[config.mk]
export PLATFORM = sky130hd
export DESIGN_NAME = bytewise_prog_seq
export DESIGN_NICKNAME = d
export VERILOG_FILES = /design/src/rtl/bwp_pkg.sv /design/src/rtl/bwp_lane_merge.sv /design/src/rtl/bwp_wait_timer.sv /design/src/rtl/bytewise_prog_seq.sv
export SDC_FILE = /design/constraint.sdc
export NUM_CORES = 1
export LEC_CHECK = 0
export ABC_AREA = 1
export CAP_MARGIN = 40
export CORE_MARGIN = 2
export CORE_UTILIZATION = 55
export DETAILED_ROUTE_END_ITERATION = 10
export PLACE_DENSITY = 0.83
export SETUP_SLACK_MARGIN = 0.5
export SYNTH_ARGS = -nofsm -noshare
export SYNTH_HDL_FRONTEND = slang
export SYNTH_HIERARCHICAL = 1
export SYNTH_SLANG_ARGS = --single-unit
[constraint.sdc]
create_clock -name clk -period 3.4 [get_ports clk]
set_clock_uncertainty 0.2 [all_clocks]
set_input_delay 0.34 -clock clk [delete_from_list [all_inputs] [get_ports clk]]
set_output_delay 0.34 -clock clk [all_outputs]
set_load 0.005 [all_outputs]
[src/rtl/bwp_pkg.sv]
package bwp_pkg;
    localparam int LANES  = 4;
    localparam int BYTE_W = 8;
    localparam int WORD_W = LANES * BYTE_W;

    typedef enum logic [1:0] {
        SEQ_OK          = 2'd0,
        SEQ_NOT_ERASED  = 2'd1,
        SEQ_TIMEOUT     = 2'd2,
        SEQ_CTL_ERR     = 2'd3
    } seq_status_e;

    typedef enum logic [2:0] {
        PH_IDLE,
        PH_READ,
        PH_CAPTURE,
        PH_FILL,
        PH_CHECK,
        PH_ISSUE,
        PH_WAIT
    } seq_phase_e;

    // Programming can only clear bits: new word must be a subset of stored word.
    function automatic logic can_program(input logic [WORD_W-1:0] stored,
                                         input logic [WORD_W-1:0] wanted);
        return (stored & wanted) == wanted;
    endfunction
endpackage

[src/rtl/bwp_lane_merge.sv]
module bwp_lane_merge
    import bwp_pkg::*;
(
    input  logic [WORD_W-1:0] word_in,
    input  logic [1:0]        lane,
    input  logic [BYTE_W-1:0] new_byte,
    output logic [WORD_W-1:0] word_out
);
    for (genvar g = 0; g < LANES; g++) begin : g_lane
        assign word_out[g*BYTE_W +: BYTE_W] =
            (lane == g[1:0]) ? new_byte : word_in[g*BYTE_W +: BYTE_W];
    end
endmodule

[src/rtl/bwp_wait_timer.sv]
module bwp_wait_timer #(
    parameter int TMO_W = 8
) (
    input  logic             clk,
    input  logic             rst,
    input  logic             run,
    input  logic [TMO_W-1:0] limit,
    output logic             expired
);
    logic [TMO_W-1:0] cnt_q;

    always_ff @(posedge clk) begin
        if (rst || !run) begin
            cnt_q <= '0;
        end else if (cnt_q != limit) begin
            cnt_q <= cnt_q + 1'b1;
        end
    end

    assign expired = run && (cnt_q == limit);
endmodule

[src/rtl/bytewise_prog_seq.sv]
module bytewise_prog_seq
    import bwp_pkg::*;
#(
    parameter int ADDR_W = 8,
    parameter int CNT_W  = 8,
    parameter int TMO_W  = 8
) (
    input  logic              clk,
    input  logic              rst,
    input  logic              start,
    input  logic [ADDR_W-1:0] start_addr,
    input  logic [CNT_W-1:0]  byte_count,
    input  logic              in_valid,
    input  logic [7:0]        in_byte,
    output logic              in_ready,
    output logic              arr_rd_en,
    output logic [ADDR_W-1:0] arr_rd_addr,
    input  logic [31:0]       arr_rd_word,
    output logic              prog_valid,
    output logic [ADDR_W-1:0] prog_addr,
    output logic [31:0]       prog_word,
    input  logic              ctl_busy,
    input  logic              ctl_err,
    input  logic [TMO_W-1:0]  wait_limit,
    output logic              seq_busy,
    output logic              done,
    output logic [1:0]        status
);
    localparam int LANE_W = $clog2(LANES);

    seq_phase_e         phase_q;
    logic [ADDR_W-1:0]  waddr_q;
    logic [LANE_W-1:0]  lane_q;
    logic [CNT_W-1:0]   remain_q;
    logic [WORD_W-1:0]  old_q;
    logic [WORD_W-1:0]  cur_q;
    logic [WORD_W-1:0]  merged;
    logic               done_q;
    seq_status_e        status_q;
    logic               tmo_hit;

    bwp_lane_merge u_merge (
        .word_in  (cur_q),
        .lane     (lane_q),
        .new_byte (in_byte),
        .word_out (merged)
    );

    bwp_wait_timer #(.TMO_W(TMO_W)) u_timer (
        .clk     (clk),
        .rst     (rst),
        .run     (phase_q == PH_WAIT && ctl_busy),
        .limit   (wait_limit),
        .expired (tmo_hit)
    );

    always_ff @(posedge clk) begin
        if (rst) begin
            phase_q  <= PH_IDLE;
            waddr_q  <= '0;
            lane_q   <= '0;
            remain_q <= '0;
            old_q    <= '0;
            cur_q    <= '0;
            done_q   <= 1'b0;
            status_q <= SEQ_OK;
        end else begin
            done_q <= 1'b0;
            unique case (phase_q)
                PH_IDLE: begin
                    if (start) begin
                        if (byte_count == '0) begin
                            done_q   <= 1'b1;
                            status_q <= SEQ_OK;
                        end else begin
                            waddr_q  <= {start_addr[ADDR_W-1:LANE_W], {LANE_W{1'b0}}};
                            lane_q   <= start_addr[LANE_W-1:0];
                            remain_q <= byte_count;
                            phase_q  <= PH_READ;
                        end
                    end
                end
                PH_READ: phase_q <= PH_CAPTURE;
                PH_CAPTURE: begin
                    old_q   <= arr_rd_word;
                    cur_q   <= arr_rd_word;
                    phase_q <= PH_FILL;
                end
                PH_FILL: begin
                    if (in_valid) begin
                        cur_q    <= merged;
                        remain_q <= remain_q - 1'b1;
                        lane_q   <= lane_q + 1'b1;
                        if (lane_q == LANE_W'(LANES - 1) || remain_q == CNT_W'(1)) begin
                            phase_q <= PH_CHECK;
                        end
                    end
                end
                PH_CHECK: begin
                    if (can_program(old_q, cur_q)) begin
                        phase_q <= PH_ISSUE;
                    end else begin
                        done_q   <= 1'b1;
                        status_q <= SEQ_NOT_ERASED;
                        phase_q  <= PH_IDLE;
                    end
                end
                PH_ISSUE: phase_q <= PH_WAIT;
                PH_WAIT: begin
                    if (!ctl_busy) begin
                        if (ctl_err) begin
                            done_q   <= 1'b1;
                            status_q <= SEQ_CTL_ERR;
                            phase_q  <= PH_IDLE;
                        end else if (remain_q == '0) begin
                            done_q   <= 1'b1;
                            status_q <= SEQ_OK;
                            phase_q  <= PH_IDLE;
                        end else begin
                            waddr_q <= waddr_q + ADDR_W'(LANES);
                            lane_q  <= '0;
                            phase_q <= PH_READ;
                        end
                    end else if (tmo_hit) begin
                        done_q   <= 1'b1;
                        status_q <= SEQ_TIMEOUT;
                        phase_q  <= PH_IDLE;
                    end
                end
                default: phase_q <= PH_IDLE;
            endcase
        end
    end

    assign in_ready    = (phase_q == PH_FILL);
    assign arr_rd_en   = (phase_q == PH_READ);
    assign arr_rd_addr = waddr_q;
    assign prog_valid  = (phase_q == PH_ISSUE);
    assign prog_addr   = waddr_q;
    assign prog_word   = cur_q;
    assign seq_busy    = (phase_q != PH_IDLE);
    assign done        = done_q;
    assign status      = status_q;
endmodule

=== Word level (Yosys, flattened, before mapping) ===
Index checks and enable logic that the tools add are counted.
W data, S select, Z words.

* Logic and storage cells: 118
* Output and inout bits: 55
* Register bits after elaboration: 96
* Bits of input ports: 70

* Eq/ne operators: 28
* Muxes and demuxes: 49
* Bitwise operators: 1
* Add/sub/neg operators: 4
* Reduce and logical (&&, ||, !) cells: 24

{| class="wikitable"
|+ Operators with widths
! kind !! count
|-
| $mux W8 || 12
|-
| $pmux W32 S2 || 1
|-
| $and A32 B32 Y32 || 1
|-
| $eq A32 B32 Y1 || 1
|-
| $mux W32 || 1
|-
| $pmux W8 S2 || 2
|-
| $mux W2 || 13
|-
| $mux W3 || 7
|-
| $pmux W3 S7 || 1
|-
| $logic_not A8 Y1 || 2
|-
| $ne A2 B2 Y1 const B || 8
|-
| $pmux W2 S3 || 2
|-
| $reduce_and A3 Y1 || 4
|-
| $reduce_and A6 Y1 || 2
|-
| $ne A2 B1 Y1 const B || 5
|-
| $eq A3 B3 Y1 const B || 3
|-
| $mux W1 || 9
|-
| $reduce_bool A3 Y1 || 3
|-
| $add A8 B1 Y8 const B || 1
|-
| $add A8 B3 Y8 const B || 1
|-
| $eq A8 B1 Y1 const B || 1
|-
| $eq A8 B8 Y1 || 1
|-
| $ne A8 B8 Y1 || 1
|-
| $sub A8 B1 Y8 const B || 1
|-
| 17 further kinds || 23
|}

=== Longest topological paths before layout ===
Gate-level depths: netlist (run 1).

* Depth in word-level cells: 6
* Depth in mapped cells: 15
* Depth with buffers taken out: 14

=== Hierarchy ===
Netlist (run 1), hierarchy kept.

{| class="wikitable"
|+ Modules (own cells, without submodules)
! module !! instances !! cells an instance !! area an instance (sq um)
|-
| bytewise_prog_seq || 1 || 627 || 4259.1
|-
| bwp_wait_timer || 1 || 121 || 715.7
|-
| bwp_lane_merge || 1 || 108 || 513.0
|}

=== Least setup slack after synthesis (run 1) ===
Ideal clock, no wire load.

* Path type: register to register
* Start: reg phase_q[0]
* End: reg status_q[0] (netlist: status[0])
* Library setup time: 0.064 ns
* Cell stages (with the launch flop): 15
* Setup slack: 1.321 ns
* Arrival time: 1.815 ns
* Period minus slack after synthesis: 2.079 ns
* Data required time: 3.136 ns
* Path through: dfxtp_1 inv_1 nand2_1 nor2_8 inv_2 buf_2 nor2_1 inv_1 nor3_1 or2_2 nand3_1 o21ai_0 a21oi_1 nor2_1 nor2_1

* Cells in the longest elaborated chain, start to end: 5

{| class="wikitable"
|+ RTL lines
! what !! RTL line !! RTL
|-
| from (decl) || bytewise_prog_seq.sv:31 || <nowiki>seq_phase_e phase_q;</nowiki>
|-
| from (signal assigned) || bytewise_prog_seq.sv:59 || <nowiki>phase_q <= PH_IDLE;</nowiki>
|-
| from (signal assigned) || bytewise_prog_seq.sv:79 || <nowiki>phase_q <= PH_READ;</nowiki>
|-
| from (signal assigned) || bytewise_prog_seq.sv:83 || <nowiki>PH_READ: phase_q <= PH_CAPTURE;</nowiki>
|-
| $eq A3 B3 Y1 || bytewise_prog_seq.sv:52 || <nowiki>.run (phase_q == PH_WAIT && ctl_busy),</nowiki>
|-
| $logic_and A1 B1 Y1 || bytewise_prog_seq.sv:52 ||
|-
| $logic_and A1 B1 Y1 || bwp_wait_timer.sv:20 || <nowiki>assign expired = run && (cnt_q == limit);</nowiki>
|-
| via tmo_hit || bytewise_prog_seq.sv:40 || <nowiki>logic tmo_hit;</nowiki>
|-
| $ne A3 B3 Y1 (no line) || n/a ||
|-
| $reduce_and A6 Y1 (no line) || n/a ||
|-
| to (signal assigned) || bytewise_prog_seq.sv:66 || <nowiki>status_q <= SEQ_OK;</nowiki>
|-
| to (signal assigned) || bytewise_prog_seq.sv:74 || <nowiki>status_q <= SEQ_OK;</nowiki>
|-
| to (signal assigned) || bytewise_prog_seq.sv:104 || <nowiki>status_q <= SEQ_NOT_ERASED;</nowiki>
|-
| to (decl) || bytewise_prog_seq.sv:39 || <nowiki>seq_status_e status_q;</nowiki>
|}

The timed path passes the listed nets, and every way through them passes these cells.
A chain may end at the register's enable or synchronous reset.

=== Worst setup path in the final report (run 1) ===
* Start: reg phase_q[1]
* End: out in_ready

* Cells in the longest elaborated chain, start to end: 1

{| class="wikitable"
|+ RTL lines
! what !! RTL line !! RTL
|-
| $eq A3 B2 Y1 || bytewise_prog_seq.sv:135 || <nowiki>assign in_ready = (phase_q == PH_FILL);</nowiki>
|-
| to (decl) || bytewise_prog_seq.sv:15 || <nowiki>output logic in_ready,</nowiki>
|}

No other way between the ends.

==> results_dict.tcl, run 1 <==
set metrics [dict create \
    syn_area_um2 5490 \
    synth.distinct_cells 37 \
    p_leak_nw 2.99 \
    layout.nets 1024 \
    fp.dieW_um 104 \
    min_period_ps 2450 \
    yosysWarnings 6 \
    grt_max_degree 74 \
    antenna_found_initial 0 \
    status "completed" \
    cts_buffers 9 \
    p_int_w 0.00315 \
    finalSetupViolCount 0 \
    clkPwrFrac_pct 17.2 \
    period_share_pct 72.1 \
    finalWirelength_mm 14.4 \
    ys_seq_area_share_pct 34.3 \
    track_usage_pct 26.1 \
    path_cells "nand3_2 -> inv_2 -> clkdlybuf4s50_1" \
    end_kind "output pin" \
    p_sw_share_pct 41.4 \
    grt_pass1_vias 5106 \
    share_comb_of_total_power_pct 48.1 \
    power_switching_w 0.00222 \
    worst_slew_pin_slew_ps 932 \
    synthTopCellsByArea "dfxtp_1 34%, nand2_1 18%, o21ai_0 8.4%" \
    clock_latency_ps 360 \
    diodes 0 \
    area_delta_synth_final_pct 25.6 \
    worstPathRequired_ps 2860 \
    ys_ff_latch 94 \
    slew_viol_final 0 \
    dpl.hpwl_mm 10.1 \
    cts_tree "done" \
    drc 0 \
    grt_pass1_wl_mm 23.9 \
    synthArstFlopShare_pct 0 \
    avgSynthCellArea_um2 6.41 \
    cts_hold_buf 0 \
    hold_ws_ps 253 \
    htreeDepth 3 \
    io_buffers 120 \
    ir_drop_mv 0.433 \
    vias_per_cell 5.24 \
    drtIter0Drc 365 \
    max_stage_delay_ps 620 \
    ant_nets 0 \
    post_cts_resized 0 \
    drive_gt1_share_pct 6.72 \
    power.share.sequential_pct 34.7 \
    place_congestion 0.874 \
    core_region_area_um2 9730 \
    die-area_um2 10800 \
    drt-pass1-iter-count 5 \
    hold_class "flop to flop" \
    wl_per_cell_um 13.2 \
    rsz0062_at_grt "false" \
    dieHeight_um 104 \
    vias 5692 \
    cts_setup_buffers 0 \
    crit_fanout 20 \
    slew_headroom_pct 37.8 \
    worstSetupPathType "flop to output pin" \
    yosysTopAreaCellShare_pct 34.3 \
    clockBufferDepth 2 \
    dp_slack_ps 984 \
    worstPathArrival_ps 1910 \
    synth.most_common_cell "nand2_1" \
    io_pins 125 \
    final_core_util_pct 70.9 \
    synth_edf_count 0 \
    synthCells 856 \
    powerDensity_nw_per_um2 779 \
    cts.sinks 94 \
    fp-row-count 36 \
    fillCellCount 902 \
    tns_ps 0 \
    clkSlewWorstSetupHoldPaths_ps 90 \
    overflow 0 \
    start_util_pct 56.4 \
    start_kind "flop" \
    drv_cap 0 \
    finalHoldViolCount 0 \
    fmax_ghz 0.408 \
    synth_area_leader_cell "dfxtp_1" \
    worst_slack_ps 950 \
    cp_slowest_cell "clkdlybuf4s50_1" \
    synthTopCellsByCount "264 x nand2_1, 94 x dfxtp_1, 92 x o21ai_0" \
    synth_ff_type "dfxtp_1" \
    cts_root_buf "clkbuf_8" \
]
==> critical path, delay by kind of cell (launching register included) <==
kind | cells | cell delay [ps]
buffers and inverters | 2 | 920
DFF | 1 | 490
and+or+nand+nor | 1 | 140
==> kinds of logic after synthesis <==
logic type	synth area share (%)
xor gates and xnor gates	1.28
and+or+nand+nor	33.4
buffers and inverters	11.0
AOI/OAI and AO/OA	18.5
other	0.0683
DFF	34.3
adders and majority gates	1.37
==> state kept, by name, indices dropped and copies added (netlist names) <==
name,cells
lane_q,2
phase_q,3
prog_word,32
old_q,32
remain_q,8
u_timer/cnt_q,8
arr_rd_addr,6
done,1
status,2
==> path summary, 6_finish.rpt <==
kind              start            end  cells after the start  slack [ps]
min           old_q[12]      old_q[12]                      2         250
max reg2reg  phase_q[1]  prog_word[12]                      6         990
max          phase_q[1]       in_ready                      3         950
min reg2reg   old_q[12]      old_q[12]                      2         250
==> final cells by class <==
class / count / area [um^2] / share of cell area [%]
Multi-Input combinational cell: 631 / 3010 / 43.7
Inverter: 86 / 323 / 4.68
Clock buffer: 10 / 138 / 2.00
Clock inverter: 6 / 116 / 1.69
Tap cell: 133 / 166 / 2.41
Timing Repair Buffer: 126 / 1260 / 18.3
Sequential cell: 94 / 1880 / 27.3
==> metrics by stage <==
step / total power (W) / cells / area (um^2)
3_3_place_gp: 0.00437 / 1070 / 6640
5_1_grt: 0.00580 / 1086 / 6900
6_report: 0.00537 / 1086 / 6900
2_1_floorplan: 0.00355 / 859 / 5500
4_1_cts: 0.00537 / 1086 / 6900
3_5_place_dp: 0.00444 / 1070 / 6640
==> routing by layer <==
layer / GRT usage [%] / routed length, um / vias up
met4: 7.43 / 166 / 0
met3: 4.45 / 870 / 11
met2: 44.1 / 6730 / 186
met5: 0 / 0 / -
li1: - / - / 2943
met1: 34.5 / 6590 / 2552
==> cells in the final DEF, fill, tap and decap left out, drive strengths merged, types with 2 or more instances in the layout <==
cell	netlist	final
a31oi	36	36
nor3	5	5
a21oi	45	45
nand4	4	4
nor2	83	83
clkdlybuf4s50	0	120
o21ai	99	99
or2	4	4
xor2	6	6
inv	86	87
xnor2	2	2
dfxtp	94	94
conb	1	4
o21a	2	2
nand3b	3	3
clkbuf	19	10
bufinv	0	3
clkinv	0	2
buf	29	6
nand2	273	273
nand3	56	56
ha	6	6
==> power groups by stage <==
stage               clock network [W]  registers, W  logic (W)
finish                       0.000926       0.00186    0.00258
detailed placement                  0       0.00188    0.00256
global route                 0.000983       0.00192    0.00290
floorplan                           0       0.00179    0.00176
CTS                          0.000934       0.00186    0.00258
global placement                    0       0.00187    0.00251
Note: power is estimated with default switching activity, not from simulation.
==> inputs of run 2 (changes only) <==
Settings changed: CORE_UTILIZATION 55 to 46, PLACE_DENSITY 0.83 to 0.74.
Clock period 3.4 ns to 2.2 ns, I/O delays scaled along.
==> results_dict.tcl, run 2 (synthesized netlist as in run 1, its figures left out) <==
set metrics [dict create \
    grt_max_degree 78 \
    diodes 0 \
    powerDensity_nw_per_um2 1270 \
    io_buffers 120 \
    p_sw_share_pct 40.5 \
    worstPathRequired_ps 2280 \
    dp_cells 1092 \
    crit_fanout 4 \
    core_region_area_um2 11500 \
    grt_pass1_wl_mm 26.0 \
    path_cells "inv_4 -> nand2_4 -> nor2_8 -> inv_4 -> nor2_2 -> inv_2 -> nor3_4 -> or2_4 -> nand3_2 -> o21ai_2 -> inv_1 -> nand3b_1 -> nand2_1 -> nor2_1" \
    clkPwrFrac_pct 17.5 \
    period_share_pct 87.1 \
    drv_cap 0 \
    status "complete, but fails checks" \
    layout.nets 1075 \
    stdcell_area_um2 7820 \
    critPathLaunch "phase_q[0]" \
    final_common_cell "nand2_1" \
    grt_pass1_vias 5273 \
    clkSlewWorstSetupHoldPaths_ps 70 \
    clockBufferDepth 2 \
    ant_nets 0 \
    share_comb_of_total_power_pct 53.2 \
    fp-row-count 39 \
    cts.sinks 94 \
    fmax_ghz 0.522 \
    finalWirelength_mm 16.9 \
    slew_viol_final 0 \
    drtIter0Drc 485 \
    clock_latency_ps 350 \
    cts_root_buf "clkbuf_16" \
    fin_cells 1147 \
    drive_gt1_share_pct 19.1 \
    min_period_ps 1920 \
    vias_per_cell 5.35 \
    die-area_um2 12800 \
    reg2reg_from "phase_q[0]" \
    place_congestion 0.821 \
    power_switching_w 0.00402 \
    cts_tree "done" \
    finalSetupViolCount 0 \
    track_usage_pct 24.5 \
    worstSetupPathType "flop to flop" \
    cpMostUsedCell "inv_4" \
    most-common-layout-cells "253 x nand2_1, 113 x clkdlybuf4s50_1, 87 x o21ai_0, 64 x inv_1, 62 x nor2_1" \
    overflow 0 \
    rsz0062_at_grt "true" \
    vias 6138 \
    p_leak_nw 3.44 \
    violations "design-rule violations" \
    end_kind "flop" \
    cp_top_family "simple AND/OR/NAND/NOR gates" \
    start_util_pct 47.7 \
    totalPowerFinal_w 0.00992 \
    power.share.sequential_pct 29.3 \
    drc 7 \
    cts_buffers 9 \
    max_stage_delay_ps 380 \
    dpl.hpwl_mm 10.4 \
    fp.dieW_um 113 \
    start_kind "flop" \
    worst-path-buf-inv 4 \
    min_from "old_q[4]" \
    area_delta_synth_final_pct 42.6 \
    fillCellCount 991 \
    dieHeight_um 113 \
    wl_per_cell_um 14.7 \
    ir_drop_mv 0.548 \
    antenna_found_initial 0 \
    hold_class "flop to flop" \
    drt-pass1-iter-count 10 \
    io_pins 125 \
    cp_slowest_cell "dfxtp_4" \
    p_int_w 0.00590 \
    finalHoldViolCount 0 \
    htreeDepth 3 \
    dpl-instance-area_um2 6800 \
    worstPathArrival_ps 2000 \
]
## run 2: changes by cell type in the layout (fill, tap and decap cells not counted), sizes merged
| cell | previous run | this run |
|---|---|---|
| clkbuf | 10 | 15 |
| dlygate4sd2 | 0 | 4 |
| buf | 6 | 53 |
| dlymetal6s2s | 0 | 2 |
| bufinv | 3 | 2 |
| inv | 87 | 86 |
| clkdlybuf4s50 | 120 | 113 |
| clkinv | 2 | 4 |
## run 2: path summary, 6_finish.rpt
path / end / slack, ps / cells after the start
worst max register to register: status[0] / 280 / 14
worst max-delay path: status[0] / 280 / 14
worst min register to register: old_q[4] / 250 / 2
worst min-delay path: old_q[4] / 250 / 2
## run 2: power groups by stage
stage          Combinational (W)  Clock [W]  Sequential (W)
2_1_floorplan            0.00273          0         0.00278
3_3_place_gp             0.00411          0         0.00286
3_5_place_dp             0.00416          0         0.00286
4_1_cts                  0.00450    0.00173         0.00285
5_1_grt                  0.00579    0.00182         0.00299
6_report                 0.00528    0.00173         0.00291
## run 2: repair_timing
item                       4_1_cts  5_1_grt
hold buffers                     0        0
resized for setup               66       62
pin swaps                       13        8
setup endpoints to repair       80       99
setup buffers                   15       17
cloned                           1        6
## run 2: area by class of cell
class	count	area, um^2	area share [%]
clock inverter	6	91.3	1.17
sequential	94	1950	24.9
multi-input combinational	631	3180	40.7
tap	143	179	2.29
inverter	86	360	4.61
clock buffer	10	229	2.93
timing repair buffer	177	1840	23.5
## run 2: routing by layer
layer  vias up  wire length (um)  track usage, %  part of all wire (%)
li1       3059                 -               -                     -
met1      2745              7260            34.3                    43
met2       290              7710            39.6                    46
met3        44              1480            3.37                   8.7
met4         0               469            7.24                   2.8
met5         -                 0               0                     0
## run 2: through the flow
step / worst slack [ps] / TNS [ps] / util (%) / hold slack, ps
5_1_grt: 192 / 0 / 67.9 / 267
3_3_place_gp: 15.0 / 0 / 59.0 / 238
6_report: 283 / 0 / 67.9 / 252
3_5_place_dp: -32.7 / -97.5 / 59.0 / 243
2_1_floorplan: 356 / 0 / - / 155
4_1_cts: 338 / 0 / 64.4 / 256
## run 2: tightest hold or removal path, delay by kind of cell (launching register included)
kind                   cells  cell delay [ps]
flip-flops                 1              300
buffers and inverters      1               60
AO/OA/AOI/OAI              1               50
